--- src/rtl/sdm2_pkg.sv ---
package sdm2_pkg;
    // Feedback polarity chosen by the quantizer.
    typedef enum logic {
        FB_MINUS = 1'b0,
        FB_PLUS  = 1'b1
    } fb_pol_e;

    localparam int unsigned NUM_CH = 2;
endpackage

--- src/rtl/sdm2_sat3.sv ---
// Saturating a + b - c on ACC_W-bit signed operands.
module sdm2_sat3 #(
    parameter int unsigned W = 20
) (
    input  logic signed [W-1:0] a,
    input  logic signed [W-1:0] b,
    input  logic signed [W-1:0] c,
    output logic signed [W-1:0] y
);
    localparam int unsigned EW = W + 2;
    localparam logic signed [EW-1:0] MAXV = {3'b000, {(W-1){1'b1}}};
    localparam logic signed [EW-1:0] MINV = {3'b111, {(W-1){1'b0}}};

    logic signed [EW-1:0] sum;

    always_comb begin
        sum = $signed({{2{a[W-1]}}, a}) + $signed({{2{b[W-1]}}, b})
            - $signed({{2{c[W-1]}}, c});
        if (sum > MAXV) begin
            y = MAXV[W-1:0];
        end else if (sum < MINV) begin
            y = MINV[W-1:0];
        end else begin
            y = sum[W-1:0];
        end
    end
endmodule

--- src/rtl/sdm2_chan.sv ---
// One channel: two clamped integrators and a sign quantizer.
module sdm2_chan
    import sdm2_pkg::*;
#(
    parameter int unsigned DATA_W  = 16,
    parameter int unsigned GUARD_W = 4
) (
    input  logic                     clk,
    input  logic                     rst_n,
    input  logic                     en,
    input  logic                     clr,
    input  logic signed [DATA_W-1:0] pcm,
    output logic                     bit_o
);
    localparam int unsigned ACC_W = DATA_W + GUARD_W;
    localparam logic signed [ACC_W-1:0] FB_MAG = ACC_W'(1) << (DATA_W - 1);
    localparam logic signed [ACC_W-1:0] QTR    = ACC_W'(1) << (ACC_W - 2);
    localparam logic signed [ACC_W-1:0] TRIP   = 3 * FB_MAG;

    typedef struct packed {
        logic signed [ACC_W-1:0] s1;
        logic signed [ACC_W-1:0] s2;
    } state_t;

    state_t                  st_d, st_q;
    fb_pol_e                 pol;
    logic signed [ACC_W-1:0] fb;
    logic signed [ACC_W-1:0] x_ext;
    logic signed [ACC_W-1:0] s1_sum;
    logic signed [ACC_W-1:0] s2_sum;

    assign x_ext = {{GUARD_W{pcm[DATA_W-1]}}, pcm};
    assign pol   = st_q.s2[ACC_W-1] ? FB_MINUS : FB_PLUS;
    assign fb    = (pol == FB_PLUS) ? FB_MAG : -FB_MAG;
    assign bit_o = (pol == FB_PLUS);

    sdm2_sat3 #(.W(ACC_W)) u_int1 (
        .a (st_q.s1),
        .b (x_ext),
        .c (fb),
        .y (s1_sum)
    );

    sdm2_sat3 #(.W(ACC_W)) u_int2 (
        .a (st_q.s2),
        .b (s1_sum),
        .c (fb),
        .y (s2_sum)
    );

    always_comb begin
        st_d = st_q;
        if (!rst_n || clr) begin
            st_d = '0;
        end else if (en) begin
            st_d.s1 = s1_sum;
            st_d.s2 = s2_sum;
        end
    end

    always_ff @(posedge clk) begin
        st_q <= st_d;
    end

    // no enable and no clear means the state holds.
    a_r2_hold_idle: assert property (@(posedge clk) disable iff (!rst_n)
        (!en && !clr) |=> $stable(st_q));

    // a clear empties both integrators.
    a_r7_clear_zero: assert property (@(posedge clk) disable iff (!rst_n)
        clr |=> (st_q == '0));

    // the first integrator cannot jump from a large value to the opposite sign.
    a_r5_s1_no_wrap_hi: assert property (@(posedge clk) disable iff (!rst_n)
        (!clr && st_q.s1 >= QTR) |=> !st_q.s1[ACC_W-1]);
    a_r5_s1_no_wrap_lo: assert property (@(posedge clk) disable iff (!rst_n)
        (!clr && st_q.s1 < -QTR) |=> st_q.s1[ACC_W-1]);

    // a step that is known to be upward or downward keeps its direction at the limit.
    a_r5_s2_up: assert property (@(posedge clk) disable iff (!rst_n)
        (en && !clr && !st_q.s2[ACC_W-1] && st_q.s1 >= TRIP)
        |=> st_q.s2 >= $past(st_q.s2));
    a_r5_s2_down: assert property (@(posedge clk) disable iff (!rst_n)
        (en && !clr && st_q.s2[ACC_W-1] && st_q.s1 <= -TRIP)
        |=> st_q.s2 <= $past(st_q.s2));
endmodule

--- src/rtl/sdm2_stereo.sv ---
// Two lock-stepped second-order modulators.
module sdm2_stereo
    import sdm2_pkg::*;
#(
    parameter int unsigned DATA_W  = 16,
    parameter int unsigned GUARD_W = 4
) (
    input  logic              clk,
    input  logic              rst_n,
    input  logic              mod_en,
    input  logic [1:0]        chan_clr,
    input  logic [DATA_W-1:0] pcm_l,
    input  logic [DATA_W-1:0] pcm_r,
    output logic              bit_l,
    output logic              bit_r
);
    logic signed [DATA_W-1:0] pcm_a [NUM_CH];
    logic                     bit_a [NUM_CH];

    assign pcm_a[0] = $signed(pcm_l);
    assign pcm_a[1] = $signed(pcm_r);

    generate
        for (genvar c = 0; c < NUM_CH; c++) begin : g_ch
            sdm2_chan #(
                .DATA_W  (DATA_W),
                .GUARD_W (GUARD_W)
            ) u_chan (
                .clk   (clk),
                .rst_n (rst_n),
                .en    (mod_en),
                .clr   (chan_clr[c]),
                .pcm   (pcm_a[c]),
                .bit_o (bit_a[c])
            );
        end
    endgenerate

    assign bit_l = bit_a[0];
    assign bit_r = bit_a[1];

    // without the shared enable and without a clear, neither output moves.
    a_r3_lockstep: assert property (@(posedge clk) disable iff (!rst_n)
        (!mod_en && chan_clr == 2'b00) |=> $stable({bit_l, bit_r}));

    // the edge after a reset shows both outputs high.
    a_r1_reset_out: assert property (@(posedge clk)
        !rst_n |=> (bit_l && bit_r));
endmodule

--- config.mk ---
export PLATFORM = sky130hd
export DESIGN_NAME = sdm2_stereo
export DESIGN_NICKNAME = d
export VERILOG_FILES = /design/src/rtl/sdm2_pkg.sv /design/src/rtl/sdm2_sat3.sv /design/src/rtl/sdm2_chan.sv /design/src/rtl/sdm2_stereo.sv
export SDC_FILE = /design/constraint.sdc
export NUM_CORES = 1
export LEC_CHECK = 0
export BUFFER_PORTS_ARGS = -buffer_cell sky130_fd_sc_hd__buf_2
export CORE_ASPECT_RATIO = 0.5
export CORE_MARGIN = 1.5
export CORE_UTILIZATION = 65
export DETAILED_ROUTE_END_ITERATION = 10
export PLACE_DENSITY = 0.82
export SLEW_MARGIN = 20
export SYNTH_ARGS = -nofsm -noshare
export SYNTH_HDL_FRONTEND = slang
export SYNTH_HIERARCHICAL = 1
export SYNTH_SLANG_ARGS = --single-unit
--- constraint.sdc ---
create_clock -name clk -period 9.15 [get_ports clk]
set_input_delay 1.83 -clock clk [delete_from_list [all_inputs] [get_ports clk]]
set_output_delay 1.83 -clock clk [all_outputs]
set_load 0.05 [all_outputs]
==> Word level (Yosys, flattened, before mapping) <==
Index checks and enable logic that the tools add are counted.
{ "word_totals": {"elab_cells": 35, "reg_bits": 80, "in_bits": 37, "out_inout_bits": 2} }
{ "op_classes": {"addsub": 8, "n_mux": 12, "reduce_logical": 3, "magnitude_cmp": 8} }
{ "op_table": {"columns": ["cell", "count"], "rows": [
  ["two-way mux 20 bit", 10],
  ["> comparator 22 x 20 -> 1 bit, second input constant", 4],
  ["< comparator 22 x 20 -> 1 bit, second input constant", 4],
  ["subtractor 21 x 20 -> 22 bit", 4],
  ["adder 20 x 16 -> 21 bit", 2],
  ["adder 20 x 20 -> 21 bit", 2],
  ["logical OR 1 bit", 2],
  ["two-way mux 1 bit", 2],
  ["zero test 1 bit", 1]
]} }

==> Logic depth before layout (Yosys ltp) <==
{ "logic_depth": {"word_depth": 10, "depth_mapped": 31, "ltp_nobuf": 29} }

==> By module <==
Netlist, hierarchy kept.
{ "by_module_without_submodules": {"columns": ["mod", "seq_area_each_um2", "instances", "area_each_um2", "cells_per_inst"], "rows": [
  ["sdm2_chan", 800.8, 2, 1476.4, 133],
  ["sdm2_sat3 (g_ch[1].u_chan.u_int1)", 0.0, 1, 2228.4, 294],
  ["sdm2_sat3 (g_ch[0].u_chan.u_int1)", 0.0, 1, 2169.6, 304],
  ["sdm2_sat3 (g_ch[1].u_chan.u_int2)", 0.0, 1, 2154.6, 319],
  ["sdm2_sat3 (g_ch[0].u_chan.u_int2)", 0.0, 1, 1818.0, 255]
]} }

==> Worst setup path before layout <==
Ideal clock, no wire load.
{ "synth_path": {"path_type": "input-to-reg", "start": "in pcm_r[15]", "end": "reg g_ch[1].u_chan/st_q[14] (netlist bit)", "stages": 28, "setup_ns": 0.064, "path_slack_ns": 1.875, "arrival_ns": 7.211, "t_required_ns": 9.086, "path_buffers": 4, "path_cell_list": "inv_1 > fa_1 > inv_1 > ha_1 > a21o_1 > a21o_1 > a21oi_1 > mux2_2 > a311oi_2 > buf_2 > a22oi_4 > buf_6 > a21oi_2 > inv_1 > fa_1 > inv_1 > ha_1 > a21oi_1 > o21ai_2 > a211oi_1 > mux2i_1 > o211a_1 > buf_2 > a21oi_2 > buf_4 > a311oi_2 > mux2i_1 > nor2_1"} }
{ "synth_via": {"elab_chain_cells": 10, "word_cells_on_any_way": 12, "cone_classes": "4 x add/sub; 4 x order compare; 4 x mux"} }
{ "synth_rtl": {"columns": ["element", "line", "text"], "rows": [
  ["start: declaration", "sdm2_stereo.sv:13", "input logic [DATA_W-1:0] pcm_r,"],
  ["adder 20 x 16 -> 21 bit *", "sdm2_sat3.sv:17", "sum = $signed({{2{a[W-1]}}, a}) + $signed({{2{b[W-1]}}, b})"],
  ["subtractor 21 x 20 -> 22 bit *", "sdm2_sat3.sv:18", "- $signed({{2{c[W-1]}}, c});"],
  ["< comparator 22 x 20 -> 1 bit", "sdm2_sat3.sv:21", "end else if (sum < MINV) begin"],
  ["two-way mux 20 bit", "sdm2_sat3.sv:21", null],
  ["two-way mux 20 bit *", "sdm2_sat3.sv:19", "if (sum > MAXV) begin"],
  ["via g_ch[1].u_chan.s1_sum[12]", "sdm2_chan.sv:29", "logic signed [ACC_W-1:0] s1_sum;"],
  ["adder 20 x 20 -> 21 bit *", "sdm2_sat3.sv:17", null],
  ["subtractor 21 x 20 -> 22 bit *", "sdm2_sat3.sv:18", null],
  ["< comparator 22 x 20 -> 1 bit", "sdm2_sat3.sv:21", null],
  ["two-way mux 20 bit", "sdm2_sat3.sv:21", null],
  ["two-way mux 20 bit *", "sdm2_sat3.sv:19", null],
  ["via g_ch[1].u_chan.s2_sum[14]", "sdm2_chan.sv:30", "logic signed [ACC_W-1:0] s2_sum;"],
  ["end signal: assignment", "sdm2_chan.sv:62", "st_q <= st_d;"],
  ["end: declaration", "sdm2_chan.sv:25", "state_t st_d, st_q;"]
]} }
Mark *: on every way through the listed nets, which the timed path passes. The rest lies on a longest branch.
A chain may end at the register's enable or synchronous reset.

==> Final worst setup path <==
{ "layout_path": {"start": "in pcm_l[1]", "end": "reg g_ch[0].u_chan/st_q[5] (netlist bit)"} }
{ "layout_via": {"elab_chain_cells": 10, "word_cells_on_any_way": 12, "cone_classes": "4 x add/sub; 4 x order compare; 4 x mux"} }
{ "layout_rtl": {"columns": ["element", "line", "text"], "rows": [
  ["start: declaration", "sdm2_stereo.sv:12", "input logic [DATA_W-1:0] pcm_l,"],
  ["adder 20 x 16 -> 21 bit *", "sdm2_sat3.sv:17", null],
  ["subtractor 21 x 20 -> 22 bit *", "sdm2_sat3.sv:18", null],
  ["< comparator 22 x 20 -> 1 bit", "sdm2_sat3.sv:21", null],
  ["two-way mux 20 bit", "sdm2_sat3.sv:21", null],
  ["two-way mux 20 bit *", "sdm2_sat3.sv:19", null],
  ["via g_ch[0].u_chan.s1_sum[2]", "sdm2_chan.sv:29", null],
  ["adder 20 x 20 -> 21 bit *", "sdm2_sat3.sv:17", null],
  ["subtractor 21 x 20 -> 22 bit *", "sdm2_sat3.sv:18", null],
  ["< comparator 22 x 20 -> 1 bit", "sdm2_sat3.sv:21", null],
  ["two-way mux 20 bit", "sdm2_sat3.sv:21", null],
  ["two-way mux 20 bit *", "sdm2_sat3.sv:19", null],
  ["via g_ch[0].u_chan.s2_sum[5]", "sdm2_chan.sv:30", null],
  ["end signal: assignment", "sdm2_chan.sv:62", null],
  ["end: declaration", "sdm2_chan.sv:25", null]
]} }
Marked as above.

==> load_flow_metrics.sql <==
INSERT INTO impl_metrics (metric_group, metric, value, unit) VALUES
('outcome', 'outcome', 'completed', ''),
('cells_and_area', 'syn_to_final_growth', '5.525', '%'),
('clocking', 'clock-root-buffer', 'clkbuf_16', ''),
('routing', 'vias_per_cell', '5.579', ''),
('clocking', 'post_cts_resize_count', '0', ''),
('synth', 'synth_cell_type_count', '83', ''),
('routing', 'post_drt_wl_per_cell', '14.38', 'µm'),
('routing', 'initialDrtViolationCount', '631', ''),
('synth', 'synth_compound_area_share', '22.85', '%'),
('placed_design', 'detailed_place_hpwl', '19700', 'µm'),
('global_routing', 'grt.overflow.total', '0', ''),
('routing', 'drt-pass1-iter-count', '6', ''),
('synth', 'yosys_warnings', '6', ''),
('cells_and_area', 'finalCoreUtilization', '71.46', '%'),
('synth', 'synth_flop_cell', 'dfxtp_1', ''),
('global_routing', 'largest_net_degree_at_the_start_of_global_routing', '69', ''),
('sta', 'max_clock_freq', '121.7', 'MHz'),
('clocking', 'clock_path_buffers', '2', ''),
('floorplanning', 'start_util', '67.71', '%'),
('cells_and_area', 'insertedDiodeCount', '0', ''),
('critical_path', 'timing.critical_path.required', '9.37', 'ns'),
('run', 'timing.max_cap.violations', '0', ''),
('placed_design', 'routabilityCongestion', '0.9124', ''),
('critical_path', 'crit_path_dat', '8.43', 'ns'),
('synth', 'synth.cell_area', '0.01132', 'mm²'),
('clocking', 'ctsHoldBuffers', '0', ''),
('floorplanning', 'dieArea', '0.01827', 'mm²'),
('cells_and_area', 'leading_cell_types_in_the_layout_fill_and_taps_excluded', 'inv_1, nor2_1, a21oi_1, ha_1, mux2i_1', ''),
('critical_path', 'critical_path.max_stage_delay', '0.68', 'ns'),
('cells_and_area', 'nets', '1710', ''),
('sta', 'final.hold.worst_slack', '0.4950', 'ns'),
('cells_and_area', 'regMostFlops', 'g_ch.u_chan/st_q', ''),
('global_routing', 'global_route.usage.total', '29.08', '%'),
('clocking', 'clk_latency', '0.35', 'ns'),
('critical_path', 'worstSetupStartpointType', 'input port', ''),
('routing', 'via_count', '9691', ''),
('cells_and_area', 'post_route_cells_drive_above_1_share', '7.815', '%'),
('clocking', 'cts.reportedPaths.clkPinSlew', '0.06', 'ns'),
('sta', 'timing.clock.skew', '0.01036', 'ns'),
('routing', 'postRouteWirelength', '24980', 'µm'),
('synth', 'register_area_share_after_synthesis', '14.14', '%'),
('critical_path', 'critical_path_peak_fanout', '19', ''),
('sta', 'setup_repair_after_global_routing_missed_its_margin', 'false', ''),
('sta', 'final-max-slew-violation-count', '0', ''),
('sta', 'setup_viol', '0', ''),
('clocking', 'postCtsSetupRepairBufs', '0', ''),
('synth', 'synthCells', '1438', ''),
('synth', 'postSynthRegisterBits', '80', ''),
('synth', 'xor_and_xnor_area_share_after_synthesis', '4.409', '%'),
('clocking', 'htree_num_levels', '3', ''),
('synth', 'synthMuxAreaShare', '7.724', '%'),
('sta', 'timing.setup.tns', '0', 'ns'),
('clocking', 'cts_tree', 'yes', ''),
('critical_path', 'critical_path_class', 'input port to flip-flop', ''),
('floorplanning', 'die_h', '96.33', 'µm'),
('sta', 'post_layout_minimum_cycle_time', '8.214', 'ns'),
('sta', 'final_hold_viol_count', '0', ''),
('min_path', 'worstHoldPathType', 'flip-flop to flip-flop', ''),
('cells_and_area', 'mostFrequentLayoutCell', 'inv_1', ''),
('placed_design', 'io_buffer_count', '38', ''),
('cells_and_area', 'stdcell_count', '1737', ''),
('floorplanning', 'io-pin-count', '39', ''),
('global_routing', 'first_global_vias', '9621', ''),
('clocking', 'cts_inserted_buffers', '9', ''),
('synth', 'synth-simple-area-share', '11.87', '%'),
('synth', 'adder_cell_share_of_the_synthesized_area', '23.87', '%'),
('global_routing', 'antenna_violations_before_repair', '0', ''),
('synth', 'largest_family_of_logic_cells_by_synthesized_area', 'adder cells', ''),
('cells_and_area', 'layout_top_registers', 'g_ch.u_chan/st_q x80', ''),
('critical_path', 'crit_path_top_delay_cell', 'a221oi_4', ''),
('cells_and_area', 'number_of_flip_flops_in_the_largest_register', '80', '');
routing by layer:
layer | global-route usage [%] | vias up | wire length [µm]
met4 | 8.730 | 0 | 439
li1 | - | 4797 | -
met1 | 36.38 | 4594 | 11570
met2 | 53.45 | 255 | 11810
met5 | 0 | - | 0
met3 | 3.245 | 45 | 1164
layout make-up:
class,count,area (µm²)
Inverter,339,1272
Tap cell,227,284.0
Timing Repair Buffer,43,234.0
Sequential cell,80,1602
Multi-Input combinational cell,1032,8248
Clock buffer,9,225.2
Fill cell,1380,4773
Clock inverter,7,83.83
path summary, 6_finish.rpt:
| check | slack (ns) | from | depth (start not counted) | endpoint |
|---|---|---|---|---|
| setup / recovery | 0.94 | pcm_l[1] | 25 | g_ch[0].u_chan/st_q[5] |
| hold / removal | 0.49 | g_ch[0].u_chan/st_q[26] | 2 | g_ch[0].u_chan/st_q[26] |
| setup reg to reg | 1.99 | g_ch[1].u_chan/st_q[19] | 24 | g_ch[1].u_chan/st_q[2] |
| hold reg to reg | 0.49 | g_ch[0].u_chan/st_q[26] | 2 | g_ch[0].u_chan/st_q[26] |
Yosys cell counts, types with 13 or more instances:
cell type / count / area, µm²
o211ai_1: 20 / 150.1
nand2_1: 60 / 225.2
nor3_1: 13 / 65.06
inv_1: 339 / 1272
nor2_1: 122 / 457.9
a21oi_2: 16 / 140.1
nand2b_1: 21 / 131.4
nand3_1: 23 / 115.1
dfxtp_1: 80 / 1602
ha_1: 88 / 1101
buf_2: 15 / 75.07
o21ai_1: 22 / 110.1
xnor2_1: 31 / 271.5
a21o_1: 37 / 277.8
mux2i_1: 84 / 840.8
fa_1: 80 / 1602
o21ai_0: 52 / 260.3
xor2_1: 26 / 227.7
a21oi_1: 119 / 595.6
metrics by stage:
step           worst slack [ns]  instance area [µm²]
6_report                 0.9359                11950
5_1_grt                  0.3945                11950
4_1_cts                   1.037                11950
3_5_place_dp             0.6461                11640
3_3_place_gp             0.7678                11640
2_1_floorplan             1.875                11550
worst max-delay path, delay by kind of cell:
family	cells	cell delay [ns]
buffers and inverters	4	0.31
multiplexers	1	0.17
AO/OA/AOI/OAI	14	4.05
adder cells (fa/ha/maj)	4	1.82
AND/OR/NAND/NOR	2	0.24
cell families (layout without fill, tap and decap cells):
logic type | count (synthesis) | after routing
AOI/OAI and AO/OA | 367 | 367
xor gates and xnor gates | 57 | 57
adders and majority gates | 168 | 168
buffers and inverters | 386 | 398
DFF | 80 | 80
muxes | 87 | 87
other | 4 | 64
and+or+nand+nor | 289 | 289
Power is not shown: default switching activity piles up to over one toggle a cycle in this logic, so the estimate is an artifact.
